[config.mk]
export PLATFORM = sky130hd
export DESIGN_NAME = dual_pwm_timer
export DESIGN_NICKNAME = d
export VERILOG_FILES = /design/src/rtl/dpt_pkg.sv /design/src/rtl/dpt_prescaler.sv /design/src/rtl/dpt_counter.sv /design/src/rtl/dpt_channel.sv /design/src/rtl/dual_pwm_timer.sv
export SDC_FILE = /design/constraint.sdc
export NUM_CORES = 1
export LEC_CHECK = 0
export CAP_MARGIN = 20
export CORE_MARGIN = 3
export CORE_UTILIZATION = 45
export CTS_BUF_LIST = sky130_fd_sc_hd__clkbuf_16
export CTS_CLUSTER_DIAMETER = 150
export CTS_CLUSTER_SIZE = 24
export DETAILED_ROUTE_END_ITERATION = 10
export GPL_TIMING_DRIVEN = 0
export PLACE_DENSITY = 0.72
export SYNTH_ARGS = -nofsm -noshare
export SYNTH_HDL_FRONTEND = slang
export SYNTH_HIERARCHICAL = 1
export SYNTH_SLANG_ARGS = --single-unit
[constraint.sdc]
create_clock -name clk -period 3.25 [get_ports clk]
set_input_delay 0.65 -clock clk [delete_from_list [all_inputs] [get_ports clk]]
set_output_delay 0.65 -clock clk [all_outputs]
set_load 0.05 [all_outputs]
[src/rtl/dpt_pkg.sv]
package dpt_pkg;
   // register offsets; channel pairs repeat at a fixed stride
   localparam int OFS_CTRL      = 'h10;
   localparam int OFS_COUNT     = 'h14;
   localparam int OFS_PERIOD    = 'h18;
   localparam int OFS_CH_BASE   = 'h20;
   localparam int OFS_CH_STRIDE = 'h08;
   localparam int OFS_THR_DELTA = 'h04;

   // channel control bit positions
   localparam int BIT_FLAG = 7;
   localparam int BIT_MSB  = 5;
   localparam int BIT_MSA  = 4;
   localparam int BIT_ELSB = 3;
   localparam int BIT_ELSA = 2;

   // control register field positions
   localparam int          CMOD_LSB = 3;
   localparam logic [1:0]  CMOD_RUN = 2'b01;

   typedef struct packed {
      logic msb;
      logic msa;
      logic elsb;
      logic elsa;
   } ch_cfg_t;

   typedef enum logic [1:0] {
      MODE_OFF  = 2'd0,
      MODE_HIGH = 2'd1,
      MODE_LOW  = 2'd2
   } ch_mode_e;

   function automatic ch_mode_e decode_mode(input ch_cfg_t c);
      if (!c.msb)     return MODE_OFF;
      else if (c.elsb) return MODE_HIGH;
      else if (c.elsa) return MODE_LOW;
      else             return MODE_OFF;
   endfunction
endpackage

[src/rtl/dpt_prescaler.sv]
module dpt_prescaler #(
   parameter int PS_W = 3
) (
   input  logic            clk,
   input  logic            rst_n,
   input  logic            run,
   input  logic            restart,
   input  logic [PS_W-1:0] ps,
   output logic            tick
);
   localparam int DIV_W = (1 << PS_W) - 1;
   localparam int LIM_W = DIV_W + 1;

   logic [DIV_W-1:0] div_q;
   logic [LIM_W-1:0] lim;

   assign lim  = (LIM_W'(1) << ps) - LIM_W'(1);
   assign tick = run && ({1'b0, div_q} >= lim);

   always_ff @(posedge clk or negedge rst_n) begin
      if (!rst_n)                      div_q <= '0;
      else if (restart || !run || tick) div_q <= '0;
      else                             div_q <= div_q + DIV_W'(1);
   end
endmodule

[src/rtl/dpt_counter.sv]
module dpt_counter #(
   parameter int CNT_W = 16
) (
   input  logic             clk,
   input  logic             rst_n,
   input  logic             run,
   input  logic             tick,
   input  logic             restart,
   input  logic             per_wr,
   input  logic [CNT_W-1:0] per_wdata,
   output logic [CNT_W-1:0] per_buf,
   output logic [CNT_W-1:0] per_act,
   output logic [CNT_W-1:0] cnt,
   output logic [CNT_W-1:0] cnt_nxt,
   output logic             wrap,
   output logic             reload
);
   assign wrap    = tick && (cnt >= per_act);
   assign cnt_nxt = wrap ? '0 : cnt + CNT_W'(1);
   assign reload  = wrap || !run;

   always_ff @(posedge clk or negedge rst_n) begin
      if (!rst_n)       cnt <= '0;
      else if (restart) cnt <= '0;
      else if (tick)    cnt <= cnt_nxt;
   end

   always_ff @(posedge clk or negedge rst_n) begin
      if (!rst_n)      per_buf <= '1;
      else if (per_wr) per_buf <= per_wdata;
   end

   always_ff @(posedge clk or negedge rst_n) begin
      if (!rst_n)      per_act <= '1;
      else if (reload) per_act <= per_buf;
   end
endmodule

[src/rtl/dpt_channel.sv]
module dpt_channel
   import dpt_pkg::*;
#(
   parameter int CNT_W = 16
) (
   input  logic             clk,
   input  logic             rst_n,
   input  logic             run,
   input  logic             tick,
   input  logic             reload,
   input  logic [CNT_W-1:0] cnt,
   input  logic [CNT_W-1:0] cnt_nxt,
   input  logic             cfg_wr,
   input  ch_cfg_t          cfg_wdata,
   input  logic             flag_clr,
   input  logic             thr_wr,
   input  logic [CNT_W-1:0] thr_wdata,
   output ch_cfg_t          cfg,
   output logic             flag,
   output logic [CNT_W-1:0] thr_buf,
   output logic [CNT_W-1:0] thr_act,
   output logic             pwm
);
   ch_mode_e mode;
   logic     below;

   always_ff @(posedge clk or negedge rst_n) begin
      if (!rst_n)      cfg <= '0;
      else if (cfg_wr) cfg <= cfg_wdata;
   end

   always_ff @(posedge clk or negedge rst_n) begin
      if (!rst_n)                       flag <= 1'b0;
      else if (tick && cnt_nxt == thr_act) flag <= 1'b1;
      else if (flag_clr)                flag <= 1'b0;
   end

   always_ff @(posedge clk or negedge rst_n) begin
      if (!rst_n)      thr_buf <= '0;
      else if (thr_wr) thr_buf <= thr_wdata;
   end

   always_ff @(posedge clk or negedge rst_n) begin
      if (!rst_n)      thr_act <= '0;
      else if (reload) thr_act <= thr_buf;
   end

   always_comb begin
      mode  = decode_mode(cfg);
      below = cnt < thr_act;
      case (mode)
         MODE_HIGH: pwm = run && below;
         MODE_LOW:  pwm = !run || !below;
         default:   pwm = 1'b0;
      endcase
   end
endmodule

[src/rtl/dual_pwm_timer.sv]
module dual_pwm_timer
   import dpt_pkg::*;
#(
   parameter int CNT_W  = 16,
   parameter int NCH    = 2,
   parameter int PS_W   = 3,
   parameter int ADDR_W = 8,
   parameter int DATA_W = 32
) (
   input  logic              clk,
   input  logic              rst_n,
   input  logic              bus_sel,
   input  logic              bus_we,
   input  logic [ADDR_W-1:0] bus_addr,
   input  logic [DATA_W-1:0] bus_wdata,
   output logic [DATA_W-1:0] bus_rdata,
   output logic [NCH-1:0]    pwm_out
);
   localparam int MAP_END = OFS_CH_BASE + NCH * OFS_CH_STRIDE;

   if (CNT_W > DATA_W) begin : g_bad_cnt_w
      $error("CNT_W must not exceed DATA_W");
   end
   if (DATA_W < 8) begin : g_bad_data_w
      $error("DATA_W must hold the channel control byte");
   end
   if (PS_W < 1 || PS_W > CMOD_LSB) begin : g_bad_ps_w
      $error("PS_W must lie in 1..3 to stay below the clock-mode field");
   end
   if (NCH < 1 || MAP_END > (1 << ADDR_W)) begin : g_bad_map
      $error("channel registers do not fit in the address space");
   end

   logic              wr_en;
   logic [PS_W-1:0]   ps_q;
   logic [1:0]        cmod_q;
   logic              run;
   logic              cnt_wr;
   logic              tick;
   logic              wrap;
   logic              reload;
   logic [CNT_W-1:0]  cnt_q;
   logic [CNT_W-1:0]  cnt_nxt;
   logic [CNT_W-1:0]  per_buf;
   logic [CNT_W-1:0]  per_act;
   ch_cfg_t [NCH-1:0] cfg_q;
   logic [NCH-1:0]    flag_q;
   logic [NCH-1:0][CNT_W-1:0] thr_buf;
   logic [NCH-1:0][CNT_W-1:0] thr_act;
   logic              unused_wdata;

   assign wr_en        = bus_sel && bus_we;
   assign run          = (cmod_q == CMOD_RUN);
   assign cnt_wr       = wr_en && (bus_addr == ADDR_W'(OFS_COUNT));
   assign unused_wdata = ^bus_wdata;

   always_ff @(posedge clk or negedge rst_n) begin
      if (!rst_n) begin
         ps_q   <= '0;
         cmod_q <= '0;
      end else if (wr_en && bus_addr == ADDR_W'(OFS_CTRL)) begin
         ps_q   <= bus_wdata[PS_W-1:0];
         cmod_q <= bus_wdata[CMOD_LSB +: 2];
      end
   end

   dpt_prescaler #(.PS_W(PS_W)) u_presc (
      .clk     (clk),
      .rst_n   (rst_n),
      .run     (run),
      .restart (cnt_wr),
      .ps      (ps_q),
      .tick    (tick)
   );

   dpt_counter #(.CNT_W(CNT_W)) u_cnt (
      .clk       (clk),
      .rst_n     (rst_n),
      .run       (run),
      .tick      (tick),
      .restart   (cnt_wr),
      .per_wr    (wr_en && bus_addr == ADDR_W'(OFS_PERIOD)),
      .per_wdata (bus_wdata[CNT_W-1:0]),
      .per_buf   (per_buf),
      .per_act   (per_act),
      .cnt       (cnt_q),
      .cnt_nxt   (cnt_nxt),
      .wrap      (wrap),
      .reload    (reload)
   );

   for (genvar g = 0; g < NCH; g++) begin : g_ch
      localparam logic [ADDR_W-1:0] A_CFG = ADDR_W'(OFS_CH_BASE + g * OFS_CH_STRIDE);
      localparam logic [ADDR_W-1:0] A_THR = ADDR_W'(OFS_CH_BASE + g * OFS_CH_STRIDE + OFS_THR_DELTA);
      logic    cfg_hit;
      ch_cfg_t cfg_in;

      assign cfg_hit = wr_en && (bus_addr == A_CFG);
      assign cfg_in  = '{msb:  bus_wdata[BIT_MSB],
                         msa:  bus_wdata[BIT_MSA],
                         elsb: bus_wdata[BIT_ELSB],
                         elsa: bus_wdata[BIT_ELSA]};

      dpt_channel #(.CNT_W(CNT_W)) u_ch (
         .clk       (clk),
         .rst_n     (rst_n),
         .run       (run),
         .tick      (tick),
         .reload    (reload),
         .cnt       (cnt_q),
         .cnt_nxt   (cnt_nxt),
         .cfg_wr    (cfg_hit),
         .cfg_wdata (cfg_in),
         .flag_clr  (cfg_hit && bus_wdata[BIT_FLAG]),
         .thr_wr    (wr_en && bus_addr == A_THR),
         .thr_wdata (bus_wdata[CNT_W-1:0]),
         .cfg       (cfg_q[g]),
         .flag      (flag_q[g]),
         .thr_buf   (thr_buf[g]),
         .thr_act   (thr_act[g]),
         .pwm       (pwm_out[g])
      );
   end

   always_comb begin
      bus_rdata = '0;
      if (bus_addr == ADDR_W'(OFS_CTRL)) begin
         bus_rdata[PS_W-1:0]     = ps_q;
         bus_rdata[CMOD_LSB +: 2] = cmod_q;
      end else if (bus_addr == ADDR_W'(OFS_COUNT)) begin
         bus_rdata[CNT_W-1:0] = cnt_q;
      end else if (bus_addr == ADDR_W'(OFS_PERIOD)) begin
         bus_rdata[CNT_W-1:0] = per_buf;
      end
      for (int i = 0; i < NCH; i++) begin
         if (bus_addr == ADDR_W'(OFS_CH_BASE + i * OFS_CH_STRIDE)) begin
            bus_rdata[BIT_FLAG] = flag_q[i];
            bus_rdata[BIT_MSB]  = cfg_q[i].msb;
            bus_rdata[BIT_MSA]  = cfg_q[i].msa;
            bus_rdata[BIT_ELSB] = cfg_q[i].elsb;
            bus_rdata[BIT_ELSA] = cfg_q[i].elsa;
         end
         if (bus_addr == ADDR_W'(OFS_CH_BASE + i * OFS_CH_STRIDE + OFS_THR_DELTA)) begin
            bus_rdata[CNT_W-1:0] = thr_buf[i];
         end
      end
   end
endmodule

Word level (Yosys, flattened, before mapping)
Index checks and enable logic that the tools add are counted.
{"block": "word_totals", "register_bits": 134, "out_inout_bits": 34}
{"block": "op_classes", "add_sub_neg": 3, "order_cmp": 4, "n_eq_ne": 14, "shift": 1, "n_mux": 26, "n_reduce_logical": 27}
{"op": "$mux W16", "n": 7}
{"op": "$eq A16 B16 Y1", "n": 2}
{"op": "$eq A8 B6 Y1 const B", "n": 4}
{"op": "$lt A16 B16 Y1", "n": 2}
{"op": "$eq A8 B5 Y1 const B", "n": 3}
{"op": "$add A16 B1 Y16 const B", "n": 1}
{"op": "$ge A16 B16 Y1", "n": 1}
{"op": "$logic_and A1 B1 Y1", "n": 16}
{"op": "$mux W2", "n": 6}
{"op": "$mux W11", "n": 1}
{"op": "$ge A7 B8 Y1", "n": 1}
{"op": "$mux W4", "n": 2}
{"op": "$shl A1 B3 Y8 const A", "n": 1}
{"op": "$sub A8 B2 Y8 const B", "n": 1}
{"op": "$add A7 B1 Y7 const B", "n": 1}
{"op": "$mux W7", "n": 1}
{"op": "$eq A2 B1 Y1 const B", "n": 3}
{"op": "$mux W1", "n": 6}
{"op": "$reduce_bool A2 Y1", "n": 3}
{"op": "$logic_or A1 B1 Y1", "n": 5}
{"op": "$mux W5", "n": 1}
{"op": "$eq A2 B2 Y1 const B", "n": 2}
{"op": "$pmux W1 S2", "n": 2}
{"op": "$logic_not A1 Y1", "n": 3}

Logic depth before layout (Yosys ltp)
Gate-level depths: netlist of the first run.
{"block": "depth", "depth_word": 9, "ltp_mapped": 15, "mapped_depth_nobuf": 14}

By module
The synthesis of the first run kept the hierarchy.
{"module": "dpt_channel", "instances": 2, "cells_each": 172, "area_each_um2": 1905.6, "seq_area_each_um2": 925.9}
{"module": "dpt_counter", "instances": 1, "cells_each": 352, "area_each_um2": 3208.1, "seq_area_each_um2": 1241.2}
{"module": "dual_pwm_timer", "instances": 1, "cells_each": 159, "area_each_um2": 1178.6, "seq_area_each_um2": 125.1}
{"module": "dpt_prescaler", "instances": 1, "cells_each": 53, "area_each_um2": 545.5, "seq_area_each_um2": 175.2}

Worst setup path after synthesis of the first run
Ideal clock, no wire load.
{"block": "synth_path", "path_kind": "input to output", "start": "input bus_addr[2]", "end": "output bus_rdata[10]", "arrival_time_ns": 2.785, "required_time_ns": 2.600, "setup_slack_ns": -0.185, "path_stages": 5, "path_buffers": 2, "path_cell_list": "clkbuf_1 > nor2b_1 > clkbuf_1 > a22oi_1 > o21ai_0"}
{"block": "synth_via", "elab_chain_cells": 6}
{"element": "start: declaration", "line": "dual_pwm_timer.sv:14", "source": "input logic [ADDR_W-1:0] bus_addr,"}
{"element": "$eq A8 B5 Y1", "line": "dual_pwm_timer.sv:132", "source": "end else if (bus_addr == ADDR_W'(OFS_PERIOD)) begin"}
{"element": "$mux W16", "line": "dual_pwm_timer.sv:132"}
{"element": "$mux W16", "line": "dual_pwm_timer.sv:130", "source": "end else if (bus_addr == ADDR_W'(OFS_COUNT)) begin"}
{"element": "$mux W11", "line": "dual_pwm_timer.sv:127", "source": "if (bus_addr == ADDR_W'(OFS_CTRL)) begin"}
{"element": "$mux W16", "line": "dual_pwm_timer.sv:143", "source": "if (bus_addr == ADDR_W'(OFS_CH_BASE + i * OFS_CH_STRIDE + OFS_THR_DELTA)) begin"}
{"element": "$mux W16 (*)", "line": "dual_pwm_timer.sv:143"}
{"element": "end: declaration", "line": "dual_pwm_timer.sv:16", "source": "output logic [DATA_W-1:0] bus_rdata,"}
Mark *: on every way between the ends. The rest lies on a longest branch, timed or not.

Worst setup path in the final report of the first run
{"block": "layout_path", "start": "register u_cnt.per_act[15]", "end": "register g_ch[0].u_ch.flag"}
{"block": "layout_via", "elab_chain_cells": 6}
{"element": "start: declaration", "line": "dpt_counter.sv:12", "source": "output logic [CNT_W-1:0] per_act,"}
{"element": "start signal: assignment", "line": "dpt_counter.sv:35", "source": "else if (reload) per_act <= per_buf;"}
{"element": "$ge A16 B16 Y1 (*)", "line": "dpt_counter.sv:18", "source": "assign wrap = tick && (cnt >= per_act);"}
{"element": "$logic_and A1 B1 Y1 (*)", "line": "dpt_counter.sv:18"}
{"element": "$mux W16 (*)", "line": "dpt_counter.sv:19", "source": "assign cnt_nxt = wrap ? '0 : cnt + CNT_W'(1);"}
{"element": "net cnt_nxt[11]", "line": "dual_pwm_timer.sv:43", "source": "logic [CNT_W-1:0] cnt_nxt;"}
{"element": "$eq A16 B16 Y1 (*)", "line": "dpt_channel.sv:34", "source": "else if (tick && cnt_nxt == thr_act) flag <= 1'b1;"}
{"element": "$logic_and A1 B1 Y1 (*)", "line": "dpt_channel.sv:34"}
{"element": "$mux W1 or $reduce_bool A2 Y1 (tied branches)"}
{"element": "end signal: assignment", "line": "dpt_channel.sv:33", "source": "if (!rst_n) flag <= 1'b0;"}
{"element": "end signal: assignment", "line": "dpt_channel.sv:34"}
{"element": "end signal: assignment", "line": "dpt_channel.sv:35", "source": "else if (flag_clr) flag <= 1'b0;"}
{"element": "end: declaration", "line": "dpt_channel.sv:19", "source": "output logic flag,"}
Mark *: on every way through the listed nets, which the timed path passes. The rest lies on a longest branch.
A chain may end at the register's enable or synchronous reset.

==> run metrics, run 1 <==
outcome=complete, but fails checks; failing checks=setup timing; crit path to=g_ch[0].u_ch/flag; CTS sink count=~130; Ant. Diodes=0; synth unique cells=between 60 and 70; Seq/Total Area, Yosys=about two fifths; average cell area after synthesis=around 9.6 sq um; Hold Fails Final Rpt=0; Comb pwr share=between 30% and 40%; worst slew pin tran=between 1 and 1.5 ns; largest net degree at the start of global routing=92; RSZ-0062 raised after global routing=yes; die height=between 100 and 150 um; Initial Util=a little under half; gpl congestion=between 0.9 and 1; reg-to-reg setup timing slack=-0.20 ns; max-slew violation count=0; Leak=about 4.5 nW; Post-DP HPWL=roughly 19000 um; CP Class=reg -> reg; First DRT Iteration DRCs=approximately 820; number of global-route vias before repair=about 7600; Final WS setup=-0.203 ns; CTS tree=yes; wire per inst=21.5 um; switching share of power=between 30 and 40%; # IOs=around 80; Reg power frac=31.9%; final WL=~28000 um; endpoints failing setup=3; Yosys top cell area share=slightly below 30%; Power, Total=6.56 mW; asr flop ratio synth=100%; R2R depth=13; Worst setup SP type=flip-flop; Post-Syn Instances=908; first-pass GRT wire length=between 40000 and 50000 um; GRT Util Overall=between 20% and 30%; Antenna Nets Post-Route=0; Worst R2R End=g_ch[0].u_ch/flag; share of layout cells above drive strength 1=about a third; clock network power share=33.3%; Die X=approximately 150 um; # nets final=between 1000 and 1500; Mapped Area=~0.009 sq mm; max cap viols=0; Slew HR=between 20% and 30%; CORE AREA=between 0.015 and 0.02 sq mm; Residual DRC=0; Yosys reg bits=134; area grow syn2layout=26.9%; Main synth FF type=dfrtp_1; Crit. End Element=flip-flop; CP Max Fanout=7; CTS Buffer Depth=2; dominant cell type by area after synthesis=dfrtp_1; Vias per Instance=between 6 and 7; Critical Path Start=u_cnt/per_act[15]; YS warnings=6; CTS buffer count=17; Critical Path RT=~3.6 ns; Hold Path Class=in -> async; GRT overflow=0; CTS root buffer=clkbuf_16; worst vdd ir=between 0.4 and 0.5 mV; initial antenna violation count=0; clk_lat worst skew=0.42 ns; CP arrival=3.80 ns; first drt pass iteration count=6; full die area=0.0211 sq mm; CTS Hold Bufs=0; Buffers on Ports=45; setup_tns=-0.396 ns; reg-to-reg startpoint=u_cnt/per_act[15]; post-route clock period utilization=106%; dominant cells by area after synthesis=dfrtp_1, dfstp_2, mux2_2, ha_1, nand2_1; internal cell power=4.22 mW; H-tree levels=4; Fmax=~290 MHz; row cnt=50; via count=7881; switching power total=approximately 2.3 mW; cell area power density=591 mW/mm^2; CTS clk-pin slew, worst paths=0.06 ns; Post-synth EDFFs=0; minimum clock period=roughly 3.5 ns; clock skew=a little under 0.01 ns
[cells by family (layout without fill, tap and decap cells)]
logic type	Yosys count	after routing	share of synthesized area [%]
AND/OR/NAND/NOR	294	294	18.3
AO/OA/AOI/OAI	181	181	14.5
flip-flops	134	134	38.8
buffers and inverters	123	242	6.41
multiplexers	71	71	9.24
adder cells (fa/ha/maj)	55	55	7.87
XOR/XNOR	49	49	4.91
other	1	16	0.0429
[flip-flops by register name, summed over array words and instances, names as in the netlist]
signal	count
u_cnt/cnt	16
ps_q	3
u_cnt/per_act	16
g_ch.u_ch/thr_buf	32
u_cnt/per_buf	16
g_ch.u_ch/cfg	8
cmod_q	2
g_ch.u_ch/flag	2
g_ch.u_ch/thr_act	32
u_presc/div_q	7
[layout make-up]
cell class / count / area, sq um
repair buffers: 91 / 774
clock buffers: 17 / 425
multi-input cells: 666 / 5320
well taps: 260 / 325
clock inverters: 15 / 238
fillers: 1589 / 7800
flip-flops and latches: 134 / 3420
inverters: 56 / 215
plain buffers: 63 / 378
[Yosys cell counts (4+ instances only)]
cell	count
o211ai_1	24
a32oi_1	4
inv_1	55
xor2_1	15
mux2_2	62
o311ai_0	17
a22oi_1	18
or4_1	10
nand4_1	31
a21oi_1	23
ha_1	55
dfstp_2	32
and3_1	5
nand2b_1	26
o21ai_0	48
nor2_1	29
or2_2	4
nand3_1	18
buf_2	4
a21o_1	6
mux2i_1	5
or3_1	7
xnor2_1	34
nand2_1	92
buf_4	17
nor2b_1	11
mux2_4	4
o21a_1	4
o22ai_1	6
nand3b_1	5
buf_6	4
dfrtp_1	102
nor3_1	17
nor3_2	7
clkbuf_1	39
nor4_1	12
[repair_timing]
action	CTS	global route
pin swaps	20	19
setup endpoints to repair	100	83
gates cloned	1	0
setup buffers	24	21
resized for setup	194	77
[metrics by stage]
| stage | instances | worst slack [ns] | utilization, % | hold slack [ns] | instance area, sq um |
|---|---|---|---|---|---|
| after floorplan | 923 | 0.0362 | - | 0.354 | 8810 |
| after global placement | 1228 | -3.90 | 50.7 | 0.484 | 9590 |
| after detailed placement | 1229 | -1.22 | 50.9 | 0.488 | 9620 |
| after CTS | 1284 | -0.0631 | 56.6 | 0.155 | 10700 |
| after global routing | 1302 | -0.338 | 58.7 | 0.165 | 11100 |
| final | 1302 | -0.203 | 58.7 | 0.148 | 11100 |
[how the worst min path moves through the flow]
stage,slack (ns),to
floorplan,0.35,cmod_q[0]
global placement,0.48,u_cnt/per_act[5]
detailed placement,0.49,u_cnt/per_act[7]
CTS,0.16,g_ch[1].u_ch/thr_buf[3]
global route,0.16,cmod_q[0]
finish,0.15,g_ch[1].u_ch/thr_buf[3]
[critical path: stages, from the launching register on]
cell     delay [ns]
dfstp_2        0.54
inv_2          0.04
ha_4           0.26
nand4_1        0.15
or3_4          0.43
or4_4          0.51
a31oi_4        0.36
buf_6          0.21
a21oi_2        0.08
xnor2_2        0.21
nand4_1        0.11
nor3_1         0.18
nand4_1        0.16
o21ai_1        0.12
[cells in the final DEF, fill, tap and decap left out, types with 13 or more instances in the layout]
master / netlist / layout
mux2_2: 62 / 62
o311ai_0: 17 / 17
buf_4: 17 / 64
nand3_1: 18 / 18
a21oi_1: 23 / 14
dfrtp_1: 102 / 86
nor2_1: 29 / 21
clkbuf_16: 0 / 17
xor2_1: 15 / 15
ha_1: 55 / 39
nand2_1: 92 / 91
dfrtp_2: 0 / 15
nand2b_1: 26 / 24
clkdlybuf4s50_1: 0 / 19
nand4_1: 31 / 31
o21ai_0: 48 / 35
o211ai_1: 24 / 24
dfstp_2: 32 / 32
xnor2_1: 34 / 33
inv_1: 55 / 53
o21ai_1: 2 / 15
clkbuf_1: 39 / 23
a22oi_1: 18 / 18
buf_6: 4 / 13
conb_1: 1 / 16
ha_4: 0 / 16
[routing by layer]
metal  wire [um]  vias to the layer above  share of wire (%)  track usage, %
met2       12800                      439                 46            39.7
met5           0                        -                  0               0
li1            -                     3531                  -               -
met1       11500                     3821                 41            35.6
met3        2410                       90                8.6            3.77
met4        1220                        0                4.4            11.2
[power groups by stage]
stage                     sequential (mW)  clock, mW  combinational [mW]
after floorplan                      1.95          0                1.27
after global placement               2.13          0                1.63
after detailed placement             2.13          0                1.68
after CTS                            2.11       2.20                1.86
after global routing                 2.10       2.28                2.48
final                                2.09       2.18                2.29
Power figures use the tool's default switching activity.
==> inputs of run 2 (changes only) <==
- CAP_MARGIN: 20 -> 40
==> run metrics, run 2 (synthesized netlist as in run 1, its figures left out) <==
CP arrival=roughly 3.7 ns; row cnt=50; Final Cell Area=roughly 0.011 sq mm; full die area=0.0211 sq mm; final WL=27500 um; reg-to-reg setup timing slack=-0.09 ns; non-filler instance count after layout=~1300; via count=7786; CTS Hold Bufs=0; CTS root buffer=clkbuf_16; Die X=approximately 150 um; Ant. Diodes=0; CP Max Fanout=7; switching power total=approximately 2.3 mW; top routing layer used=met4; largest net degree at the start of global routing=92; first-pass GRT wire length=about 42000 um; Reg power frac=approximately a third; endpoints failing setup=2; number of global-route vias before repair=approximately 7500; Fmax=approximately 300 MHz; Slew HR=between 40% and 50%; switching share of power=between 30% and 40%; # IOs=78; gpl congestion=between 0.9 and 1; GRT overflow=0; # nets final=about 1100; CP Class=reg -> reg; Initial Util=a little under half; CTS tree=yes; Placed Instances=about 1200; first drt pass iteration count=5; most frequent cells in the layout=nand2_1, dfrtp_1, mux2_2; outcome=complete, but fails checks; Post-DP HPWL=approximately 19000 um; Hold Path Class=in -> async; clock skew=0.0105 ns; H-tree levels=4; share of layout cells above drive strength 1=about a third; Buffers on Ports=between 40 and 50; Critical Path RT=between 3 and 4 ns; post-route clock period utilization=103%; Hold Fails Final Rpt=0; setup_tns=-0.115 ns; internal cell power=just under 4 mW; worst vdd ir=0.377 mV; Final WS setup=-0.0866 ns; met2 wire length=between 10000 and 15000 um; wire per inst=21.2 um; metal3 WL=approximately 2300 um; CTS buffer count=17; Setup WS pre-CTS=-1.26 ns; Comb pwr share=35.7%; initial antenna violation count=0; CTS sink count=approximately 130; Leak=about 4.4 nW; biggest regs=g_ch.u_ch/thr_act x32, g_ch.u_ch/thr_buf x32; placed cell area=between 0.009 and 0.01 sq mm; cell area power density=570 mW/mm^2; Antenna Nets Post-Route=0; Vias per Instance=about 6.0; CORE AREA=0.0189 sq mm; Residual DRC=0; met1 WL=~12000 um; area grow syn2layout=24.9%; max-slew violation count=0; clock network power share=a little under a third; Worst setup SP type=flip-flop; GRT Util Overall=between 20% and 30%; Crit. End Element=flip-flop; max cap viols=0; CTS clk-pin slew, worst paths=roughly 0.06 ns; final core occ=between 50% and 60%; CTS Buffer Depth=2; RSZ-0062 raised after global routing=yes; failing checks=setup timing; worst slew pin tran=~0.88 ns; die height=roughly 150 um; commonest non-fill, non-tap cell in the layout=nand2_1; Power, Total=~6.2 mW; clk_lat worst skew=roughly 0.42 ns; hold_ws=~0.15 ns; minimum clock period=about 3.3 ns; First DRT Iteration DRCs=824
==> run 2: final cells by class <==
class,instances,area (sq um)
Inverter,56,213
Tap cell,260,325
Fill cell,1635,7970
Clock buffer,17,425
Clock inverter,15,155
Timing Repair Buffer,84,737
Multi-Input combinational cell,666,5260
Buffer,64,388
Sequential cell,134,3420
==> run 2: per-layer routing <==
layer | track usage, % | vias up
met1 | 34.5 | 3790
met4 | 11.8 | 0
met5 | 0 | -
met2 | 39.1 | 390
met3 | 3.96 | 83
li1 | - | 3523
==> run 2: critical path: stages, from the launching register on <==
cell     delay, ns
dfstp_2       0.54
inv_2         0.04
ha_4          0.26
nand4_1       0.14
or3_4         0.37
or4_4         0.52
a31oi_4       0.32
buf_8         0.20
nor2_4        0.06
xor2_2        0.18
nor4_2        0.31
nand4_1       0.19
o21ai_1       0.12
==> run 2: path summary, 6_finish.rpt <==
kind	startpoint	end	cells past startpoint
min in group clk	u_cnt/per_act[3]	u_cnt/per_act[3]	2
min	rst_n	cmod_q[1]	1
max reg2reg	u_cnt/per_act[15]	g_ch[0].u_ch/flag	12
max in group asynchronous	rst_n	u_cnt/cnt[4]	2
max	u_cnt/per_act[15]	g_ch[0].u_ch/flag	12
min reg2reg	u_cnt/per_act[3]	u_cnt/per_act[3]	2
==> run 2: what timing repair did <==
item / in CTS / in global routing
resized for setup: 198 / 55
pin swaps: 22 / 13
buffers inserted: 19 / 18
gates cloned: 1 / 0
endpoints found under the hold margin: 0 / 0
endpoints found under the setup margin: 100 / 89
==> run 2: power by group through the flow <==
| stage | registers [mW] | logic (mW) | clock network, mW |
|---|---|---|---|
| finish | 2.10 | 2.22 | 1.90 |
| global route | 2.10 | 2.41 | 1.99 |
| floorplan | 1.95 | 1.27 | 0 |
| CTS | 2.11 | 1.88 | 1.91 |
| detailed placement | 2.13 | 1.69 | 0 |
| global placement | 2.13 | 1.63 | 0 |
